==> src/rtl/iqp_pkg.sv <==
package iqp_pkg;

  typedef enum logic [1:0] {
    TR_ZERO = 2'b00,
    TR_POS  = 2'b01,
    TR_NEG  = 2'b11
  } trit_t;

  localparam int AMP_W = 2;
  localparam int PH_W  = 3;
  localparam int LUT_N = 9;
  localparam int LANES = 2;

  typedef struct packed {
    logic [AMP_W-1:0] amp;
    logic [PH_W-1:0]  ph;
    logic             origin;
  } polar_t;

  // table row/column index of a level: -1 -> 0, 0 -> 1, +1 -> 2
  function automatic logic [1:0] trit_idx(trit_t t);
    case (t)
      TR_NEG:  return 2'd0;
      TR_POS:  return 2'd2;
      default: return 2'd1;
    endcase
  endfunction

endpackage

==> src/rtl/tern_dsm.sv <==
module tern_dsm
  import iqp_pkg::*;
#(
  parameter int W = 12
) (
  input  logic         clk,
  input  logic         rst,
  input  logic         step,
  input  logic [W-1:0] sample,
  output trit_t        level
);

  localparam int AW = W + 2;
  localparam logic signed [AW-1:0] FULL = AW'(1) <<< (W - 1);
  localparam logic signed [AW-1:0] HALF = AW'(1) <<< (W - 2);

  logic signed [AW-1:0] acc_q;
  logic signed [AW-1:0] sum;
  logic signed [AW-1:0] acc_d;

  always_comb begin
    sum = acc_q + AW'($signed(sample));
    if (sum > HALF) begin
      level = TR_POS;
      acc_d = sum - FULL;
    end else if (sum < -HALF) begin
      level = TR_NEG;
      acc_d = sum + FULL;
    end else begin
      level = TR_ZERO;
      acc_d = sum;
    end
  end

  always_ff @(posedge clk) begin
    if (rst)       acc_q <= '0;
    else if (step) acc_q <= acc_d;
  end


  acc_bound_chk: assert property (@(posedge clk) disable iff (rst)
    (acc_q <= HALF) && (acc_q >= -HALF));


  acc_hold_chk: assert property (@(posedge clk) disable iff (rst)
    !step |=> $stable(acc_q));

endmodule

==> src/rtl/polar_map.sv <==
module polar_map
  import iqp_pkg::*;
(
  input  trit_t  t_i,
  input  trit_t  t_q,
  output polar_t code
);

  function automatic polar_t build_entry(int k);
    polar_t e;
    int ii;
    int qq;
    ii = k / 3 - 1;
    qq = k % 3 - 1;
    e.amp    = AMP_W'(int'(ii != 0) + int'(qq != 0));
    e.origin = (ii == 0) && (qq == 0);
    if      (ii ==  1 && qq ==  0) e.ph = 3'd0;
    else if (ii ==  1 && qq ==  1) e.ph = 3'd1;
    else if (ii ==  0 && qq ==  1) e.ph = 3'd2;
    else if (ii == -1 && qq ==  1) e.ph = 3'd3;
    else if (ii == -1 && qq ==  0) e.ph = 3'd4;
    else if (ii == -1 && qq == -1) e.ph = 3'd5;
    else if (ii ==  0 && qq == -1) e.ph = 3'd6;
    else if (ii ==  1 && qq == -1) e.ph = 3'd7;
    else                           e.ph = 3'd0;
    return e;
  endfunction

  polar_t     rom [0:LUT_N-1];
  logic [3:0] idx;

  for (genvar k = 0; k < LUT_N; k++) begin : g_rom
    assign rom[k] = build_entry(k);
  end

  assign idx  = 4'(trit_idx(t_i)) * 4'd3 + 4'(trit_idx(t_q));
  assign code = rom[idx];

endmodule

==> src/rtl/iq_polar_encoder.sv <==
module iq_polar_encoder
  import iqp_pkg::*;
#(
  parameter int SAMPLE_W = 12
) (
  input  logic                clk,
  input  logic                rst,
  input  logic                in_valid,
  input  logic [SAMPLE_W-1:0] in_i,
  input  logic [SAMPLE_W-1:0] in_q,
  output logic                out_valid,
  output logic [AMP_W-1:0]    out_amp,
  output logic [PH_W-1:0]     out_phase
);

  logic [SAMPLE_W-1:0] lane_in [LANES];
  trit_t               lane_lv [LANES];
  polar_t              map_code;

  assign lane_in[0] = in_i;
  assign lane_in[1] = in_q;

  for (genvar g = 0; g < LANES; g++) begin : g_lane
    tern_dsm #(.W(SAMPLE_W)) u_dsm (
      .clk    (clk),
      .rst    (rst),
      .step   (in_valid),
      .sample (lane_in[g]),
      .level  (lane_lv[g])
    );
  end

  polar_map u_map (
    .t_i  (lane_lv[0]),
    .t_q  (lane_lv[1]),
    .code (map_code)
  );

  always_ff @(posedge clk) begin
    if (rst) begin
      out_valid <= 1'b0;
      out_amp   <= '0;
      out_phase <= '0;
    end else begin
      out_valid <= in_valid;
      if (in_valid) begin
        out_amp <= map_code.amp;
        if (!map_code.origin) out_phase <= map_code.ph;
      end
    end
  end


  valid_rise_chk: assert property (@(posedge clk) disable iff (rst)
    in_valid |=> out_valid);


  valid_idle_chk: assert property (@(posedge clk) disable iff (rst)
    !in_valid |=> !out_valid);


  amp_legal_chk: assert property (@(posedge clk) disable iff (rst)
    out_amp != 2'd3);


  diag_odd_chk: assert property (@(posedge clk) disable iff (rst)
    (out_amp == 2'd2) |-> out_phase[0]);


  axis_even_chk: assert property (@(posedge clk) disable iff (rst)
    (out_amp == 2'd1) |-> !out_phase[0]);


  idle_hold_chk: assert property (@(posedge clk) disable iff (rst)
    !in_valid |=> ($stable(out_amp) && $stable(out_phase)));


  origin_hold_chk: assert property (@(posedge clk) disable iff (rst)
    (in_valid && map_code.origin) |=> $stable(out_phase));

endmodule

==> config.mk <==
export PLATFORM = sky130hd
export DESIGN_NAME = iq_polar_encoder
export DESIGN_NICKNAME = d
export VERILOG_FILES = /design/src/rtl/iqp_pkg.sv /design/src/rtl/tern_dsm.sv /design/src/rtl/polar_map.sv /design/src/rtl/iq_polar_encoder.sv
export SDC_FILE = /design/constraint.sdc
export NUM_CORES = 1
export LEC_CHECK = 0
export BUFFER_PORTS_ARGS = -buffer_cell sky130_fd_sc_hd__buf_2
export CELL_PAD_IN_SITES_DETAIL_PLACEMENT = 2
export CELL_PAD_IN_SITES_GLOBAL_PLACEMENT = 2
export CORE_ASPECT_RATIO = 1.2
export CORE_MARGIN = 4
export CORE_UTILIZATION = 36
export DETAILED_ROUTE_END_ITERATION = 10
export PLACE_DENSITY = 0.8
export SLEW_MARGIN = 10
export SYNTH_ARGS = -nofsm -noshare
export SYNTH_HDL_FRONTEND = slang
export SYNTH_SLANG_ARGS = --single-unit
==> constraint.sdc <==
create_clock -name clk -period 6.76 [get_ports clk]
set_input_delay 2.028 -clock clk [delete_from_list [all_inputs] [get_ports clk]]
set_output_delay 2.028 -clock clk [all_outputs]
set_load 0.1 [all_outputs]
==> impl_metrics.ini, run 1 <==
[outcome]
status = finished, final reports clean

[sta]
holdWs_ns = 0.484
tns_ns = 0
slew_headroom_pct = 52.4
clock_skew_ns = 0.0113
maxSlewViolCount = 0
max_freq_mhz = 160
finalCriticalPeriod_ns = 6.26
setup_viol = 0
rsz0062_at_grt = no
hold_viol = 0
layout_setup_ws_ns = 0.503
final.period_utilization_pct = 92.6
worst_slew_pin_slew_ns = 0.714

[synthesis]
ys_seq_area_share_pct = 22.5
syn_nets = 414
ys.warnings.count = 0
ys_top_cells_by_count = 37 x nor2_1, 36 x ha_1, 34 x dfxtp_1
synthFlopType = dfxtp_1
synth_top_area_cell = dfxtp_1
synth-seq-cells = 34
ys_types = 63
synth_edf_count = 0
netlist_area_mm2 = 0.00302
yosysMostFrequentCell = nor2_1
synth_cells = 348
ys_top_cells_by_area = dfxtp_1 23%, ha_1 15%, mux2i_1 6.3%, nor2_1 4.6%, a21oi_1 4.1%
postSynthAreaPerCell_um2 = 8.69
synth_top_area_share_pct = 22.5
synth-async-reset-ratio_pct = 0

[floorplan]
die_y_um = 108
ios = 33
coreArea_mm2 = 0.00815
start_util_pct = 37.1
num_rows = 36
die_area_mm2 = 0.00993
die_x_um = 91.7

[route]
via_count = 2669
routedWlPerCell_um = 17.0
antenna_left = 0
wirelength_mm = 8.31
drc = 0
first_iter_violations = 45
avgViaCountPerCell = 5.45
dr.pass1.iters = 4

[cells_and_area]
drive_above_1_share_pct = 15.4
fillers = 939
synthToLayoutAreaGrowth_pct = 10.6
n_antenna_cell = 0
final_nets = 441

[cts]
clockBufferDepth = 2
ctsResizeCount = 0
cts-root-buf = clkbuf_8
cts-buffers-inserted = 5
clock_latency_ns = 0.30
cts_tree = done
post_cts_buffers = 0
holdBufCountCts = 0
htree_levels = 2
clock-sinks = 34
clkTransAtPathRegs_ns = 0.07

[placed_design]
gp_congestion = 0.789
portBuffers = 32
place_hpwl_mm = 6.29
dp_slack_ns = 0.306

[worst_setup_path]
path_cells = buf_2 > ha_1 > inv_1 > fa_1 > nand2b_1 > a21oi_1 > a21oi_1 > nor4b_1 > nand3b_1 > o41ai_2 > and3_2 > o21a_1 > ha_1 > ha_1 > inv_1 > fa_1 > inv_1 > nand3_1 > nand2_1 > nand2_1 > o21ai_0 > nor2b_1
cp-start-kind = primary input
crit_required_ns = 6.91
crit_arrival_ns = 6.41
path_class = in -> reg
worstPathMaxFanout = 6
slowest_stage = fa_1
slowest_delay_ns = 0.55
end_kind = flop

[global_route]
grt_usage_pct = 17.8
grt_overflow = 0
antenna_found_initial = 0
grt_pass1_wl_mm = 14.4
grt_pass1_vias = 2934
grt_max_degree = 48

[power]
max-vdd-ir-drop_v = 0.000196
p_leak_uw = 0.00145
powerDensity_mw_per_mm2 = 403

[run]
maxCapViolCount = 0

[worst_hold_path]
holdCritPathClass = reg -> reg
## layout by cell type (no fill, tap or decap), drive strengths merged, types with 3 or more instances in the layout
master / Yosys / routed
nor2: 37 / 37
ha: 36 / 36
dfxtp: 34 / 34
buf: 5 / 33
a21oi: 26 / 26
mux2i: 19 / 19
inv: 17 / 17
nand2: 16 / 16
o21ai: 16 / 16
xnor2: 15 / 15
nand3: 12 / 12
o21a: 8 / 8
xor2: 7 / 7
clkbuf: 8 / 7
a21o: 6 / 6
nor2b: 6 / 6
a31oi: 6 / 6
a211oi: 6 / 6
o31ai: 6 / 6
nor3: 5 / 5
o211ai: 4 / 4
nand2b: 4 / 4
a311oi: 4 / 4
nor3b: 4 / 4
o21bai: 3 / 3
o221ai: 3 / 3
fa: 3 / 3
a2111oi: 3 / 3
## report_power, final
group          switching [µW]  internal (µW)
combinational             564            349
clock                    84.0           82.4
sequential               23.3            245
total                     672            676
## worst max-delay path: cells and delay by family
family | cells | cell delay, ns
AOI/OAI and AO/OA | 5 | 1.00
adders and majority gates | 5 | 1.50
buffers and inverters | 4 | 0.30
and+or+nand+nor | 8 | 1.56
## logic make-up after synthesis
logic type,after synthesis,share of synthesized area [%]
compound gates,101,24.8
xor+xnor,22,7.49
flops,34,22.5
buf+inv,30,4.84
mux,19,6.29
simple gates,103,17.1
fa+ha+maj,39,16.9
## sequential cells by signal, indices dropped and copies added (netlist names)
signal,count
g_lane.u_dsm.acc_q,28
out_valid,1
out_amp,2
out_phase,3
## final timing paths
path / start / to / slack (ns) / cells after the start
setup / recovery: in_i[0] / out_phase[2] / 0.50 / 22
hold / removal: out_amp[0] / out_amp[0] / 0.48 / 2
setup reg to reg: g_lane[0].u_dsm.acc_q[0] / out_phase[2] / 1.95 / 21
hold reg to reg: out_amp[0] / out_amp[0] / 0.48 / 2
## area by class of cell
type                    count  area [µm²]  share of cell area [%]
clock buffers               7        86.3                    2.58
clock inverters             1        5.00                   0.150
inverters                  17        63.8                    1.91
multi-input cells         284        2200                    65.7
flip-flops and latches     34         681                    20.4
well taps                 114         143                    4.27
repair buffers             33         168                    5.02
## per-stage QoR
stage	total power (µW)	utilization [%]	instance area [µm²]	std cells
after detailed placement	1190	39.9	3250	482
final	1350	41.0	3340	490
after floorplan	983	-	3020	348
after CTS	1370	41.0	3340	490
after global routing	1480	41.0	3340	490
after global placement	1140	39.9	3250	482
## metal layers
layer  vias up  track usage [%]  share of wire [%]
li1       1325                -                  -
met1      1309             20.1                 44
met2        28             33.9                 52
met3         7             2.92                2.1
met4         0             5.28                1.2
met5         -                0                  0
Power figures use the tool's default switching activity.
==> run 2: changes to the inputs <==
--- a/config.mk
+++ b/config.mk
@@ -10,9 +10,9 @@
 export CELL_PAD_IN_SITES_GLOBAL_PLACEMENT = 2
 export CORE_ASPECT_RATIO = 1.2
 export CORE_MARGIN = 4
-export CORE_UTILIZATION = 36
+export CORE_UTILIZATION = 30
 export DETAILED_ROUTE_END_ITERATION = 10
-export PLACE_DENSITY = 0.8
+export PLACE_DENSITY = 0.68
 export SLEW_MARGIN = 10
 export SYNTH_ARGS = -nofsm -noshare
 export SYNTH_HDL_FRONTEND = slang
==> run 2 against run 1 <==
Die area up 18%. Non-clock buffer count grew 1. Flip-flop and latch count unchanged. Utilization shrank 5.8 points. Clock skew decreased by 0.0079 ns. Sequential share of layout area down 0.36 points.
==> impl_metrics.ini, run 2 (same netlist as run 1, synthesis figures left out) <==
[worst_setup_path]
slowest_stage = fa_1
end_kind = flop
crit_required_ns = 6.89
cp-start-kind = primary input
crit_arrival_ns = 6.30
r2r_cells = 21
path_class = in -> reg
worstPathMaxFanout = 6
path_cells = buf_2 > ha_1 > inv_1 > fa_1 > nand2b_1 > a21o_1 > a2111oi_0 > nor3_1 > xor2_1 > inv_2 > nand3_2 > nand2_1 > ha_1 > ha_1 > inv_1 > fa_1 > inv_1 > nand3_1 > nand2_1 > nand2_1 > o21ai_0 > nor2b_1
slowest_delay_ns = 0.56

[power]
swShare_pct = 47.6
max-vdd-ir-drop_v = 0.000131
powerDensity_mw_per_mm2 = 413
seqPwrFrac_pct = 19.3
p_leak_uw = 0.00148
pwr-share-clk_pct = 15.7
switchingPower_uw = 668
p_comb_share_pct = 65.0
cell_internal_pwr_uw = 735
total_power_uw = 1400

[sta]
setup_viol = 0
clock_skew_ns = 0.00338
maxSlewViolCount = 0
holdWs_ns = 0.477
layout_setup_ws_ns = 0.588
hold_viol = 0
max_freq_mhz = 162
final.period_utilization_pct = 91.3
slew_headroom_pct = 27.1
rsz0062_at_grt = no
worst_slew_pin_slew_ns = 1.09
finalCriticalPeriod_ns = 6.17
tns_ns = 0

[route]
avgViaCountPerCell = 5.34
wirelength_mm = 8.35
via_count = 2666
antenna_left = 0
dr.pass1.iters = 4
first_iter_violations = 55
drc = 0
routedWlPerCell_um = 16.7

[global_route]
grt_usage_pct = 15.0
grt_overflow = 0
grt_max_degree = 48
antenna_found_initial = 0
grt_pass1_vias = 2932
grt_pass1_wl_mm = 14.4

[cells_and_area]
drive_above_1_share_pct = 15.2
synthToLayoutAreaGrowth_pct = 12.5
final_core_util_pct = 35.2
n_antenna_cell = 0
largest_reg_flops = 28
fillers = 1146
reg_top3 = g_lane.u_dsm.acc_q (28), out_phase (3), out_amp (2)
final_nets = 442
final_common_cell = nor2_1
final_cell_mix = 37 x nor2_1, 36 x ha_1, 34 x dfxtp_1, 32 x buf_2, 25 x a21oi_1
top_register = g_lane.u_dsm.acc_q

[cts]
ctsResizeCount = 0
clock-sinks = 34
cts-buffers-inserted = 5
holdBufCountCts = 0
clkTransAtPathRegs_ns = 0.05
clockBufferDepth = 2
clock_latency_ns = 0.28
cts_tree = done
htree_levels = 2
post_cts_buffers = 0
cts-root-buf = clkbuf_16

[worst_hold_path]
whs_path_depth = 2
holdCritPathClass = reg -> reg

[floorplan]
die_area_mm2 = 0.0118
num_rows = 39
coreArea_mm2 = 0.00966
ios = 33
die_y_um = 118
start_util_pct = 31.3
die_x_um = 99.6

[outcome]
status = finished, final reports clean

[placed_design]
gp_congestion = 0.744
dp_slack_ns = 0.255
place_hpwl_mm = 6.37
portBuffers = 32

[run]
maxCapViolCount = 0
[run 2: stage by stage]
step	instance area (µm²)	cells
2_1_floorplan	3020	348
6_report	3400	499
3_5_place_dp	3270	492
5_1_grt	3400	499
3_3_place_gp	3270	492
4_1_cts	3400	499
[run 2: metal layers]
| metal | track usage [%] | vias to the layer above | part of all wire [%] |
|---|---|---|---|
| met5 | 0 | - | 0 |
| met4 | 3.84 | 0 | 1.2 |
| met3 | 2.37 | 5 | 1.7 |
| met2 | 26.9 | 23 | 51 |
| met1 | 18.3 | 1305 | 46 |
| li1 | - | 1333 | - |
[run 2: final cells by class]
class	instances	area (µm²)	share of cell area, %
Timing Repair Buffer	34	175	5.15
Multi-Input combinational cell	284	2200	64.5
Inverter	17	63.8	1.88
Clock buffer	7	133	3.90
Sequential cell	34	681	20.0
Tap cell	123	154	4.52
[run 2: path summary, 6_finish.rpt]
kind                  endpoint  slack [ns]                     start
hold reg to reg     out_amp[0]        0.48                out_amp[0]
setup reg to reg  out_phase[2]        2.09  g_lane[0].u_dsm.acc_q[0]
setup / recovery  out_phase[2]        0.59                   in_i[0]
hold / removal      out_amp[0]        0.48                out_amp[0]
[run 2: power groups by stage]
stage | Sequential, µW | Combinational [µW] | Clock, µW
final | 271 | 912 | 221
after global routing | 277 | 1030 | 243
after CTS | 272 | 928 | 232
after detailed placement | 275 | 914 | 0
after global placement | 274 | 883 | 0
after floorplan | 338 | 645 | 0
[run 2: critical path: cells and delay by family]
family	cells	cell delay (ns)
AO/OA/AOI/OAI	3	0.76
XOR/XNOR	1	0.43
adder cells (fa/ha/maj)	5	1.64
buffers and inverters	5	0.41
AND/OR/NAND/NOR	8	1.01
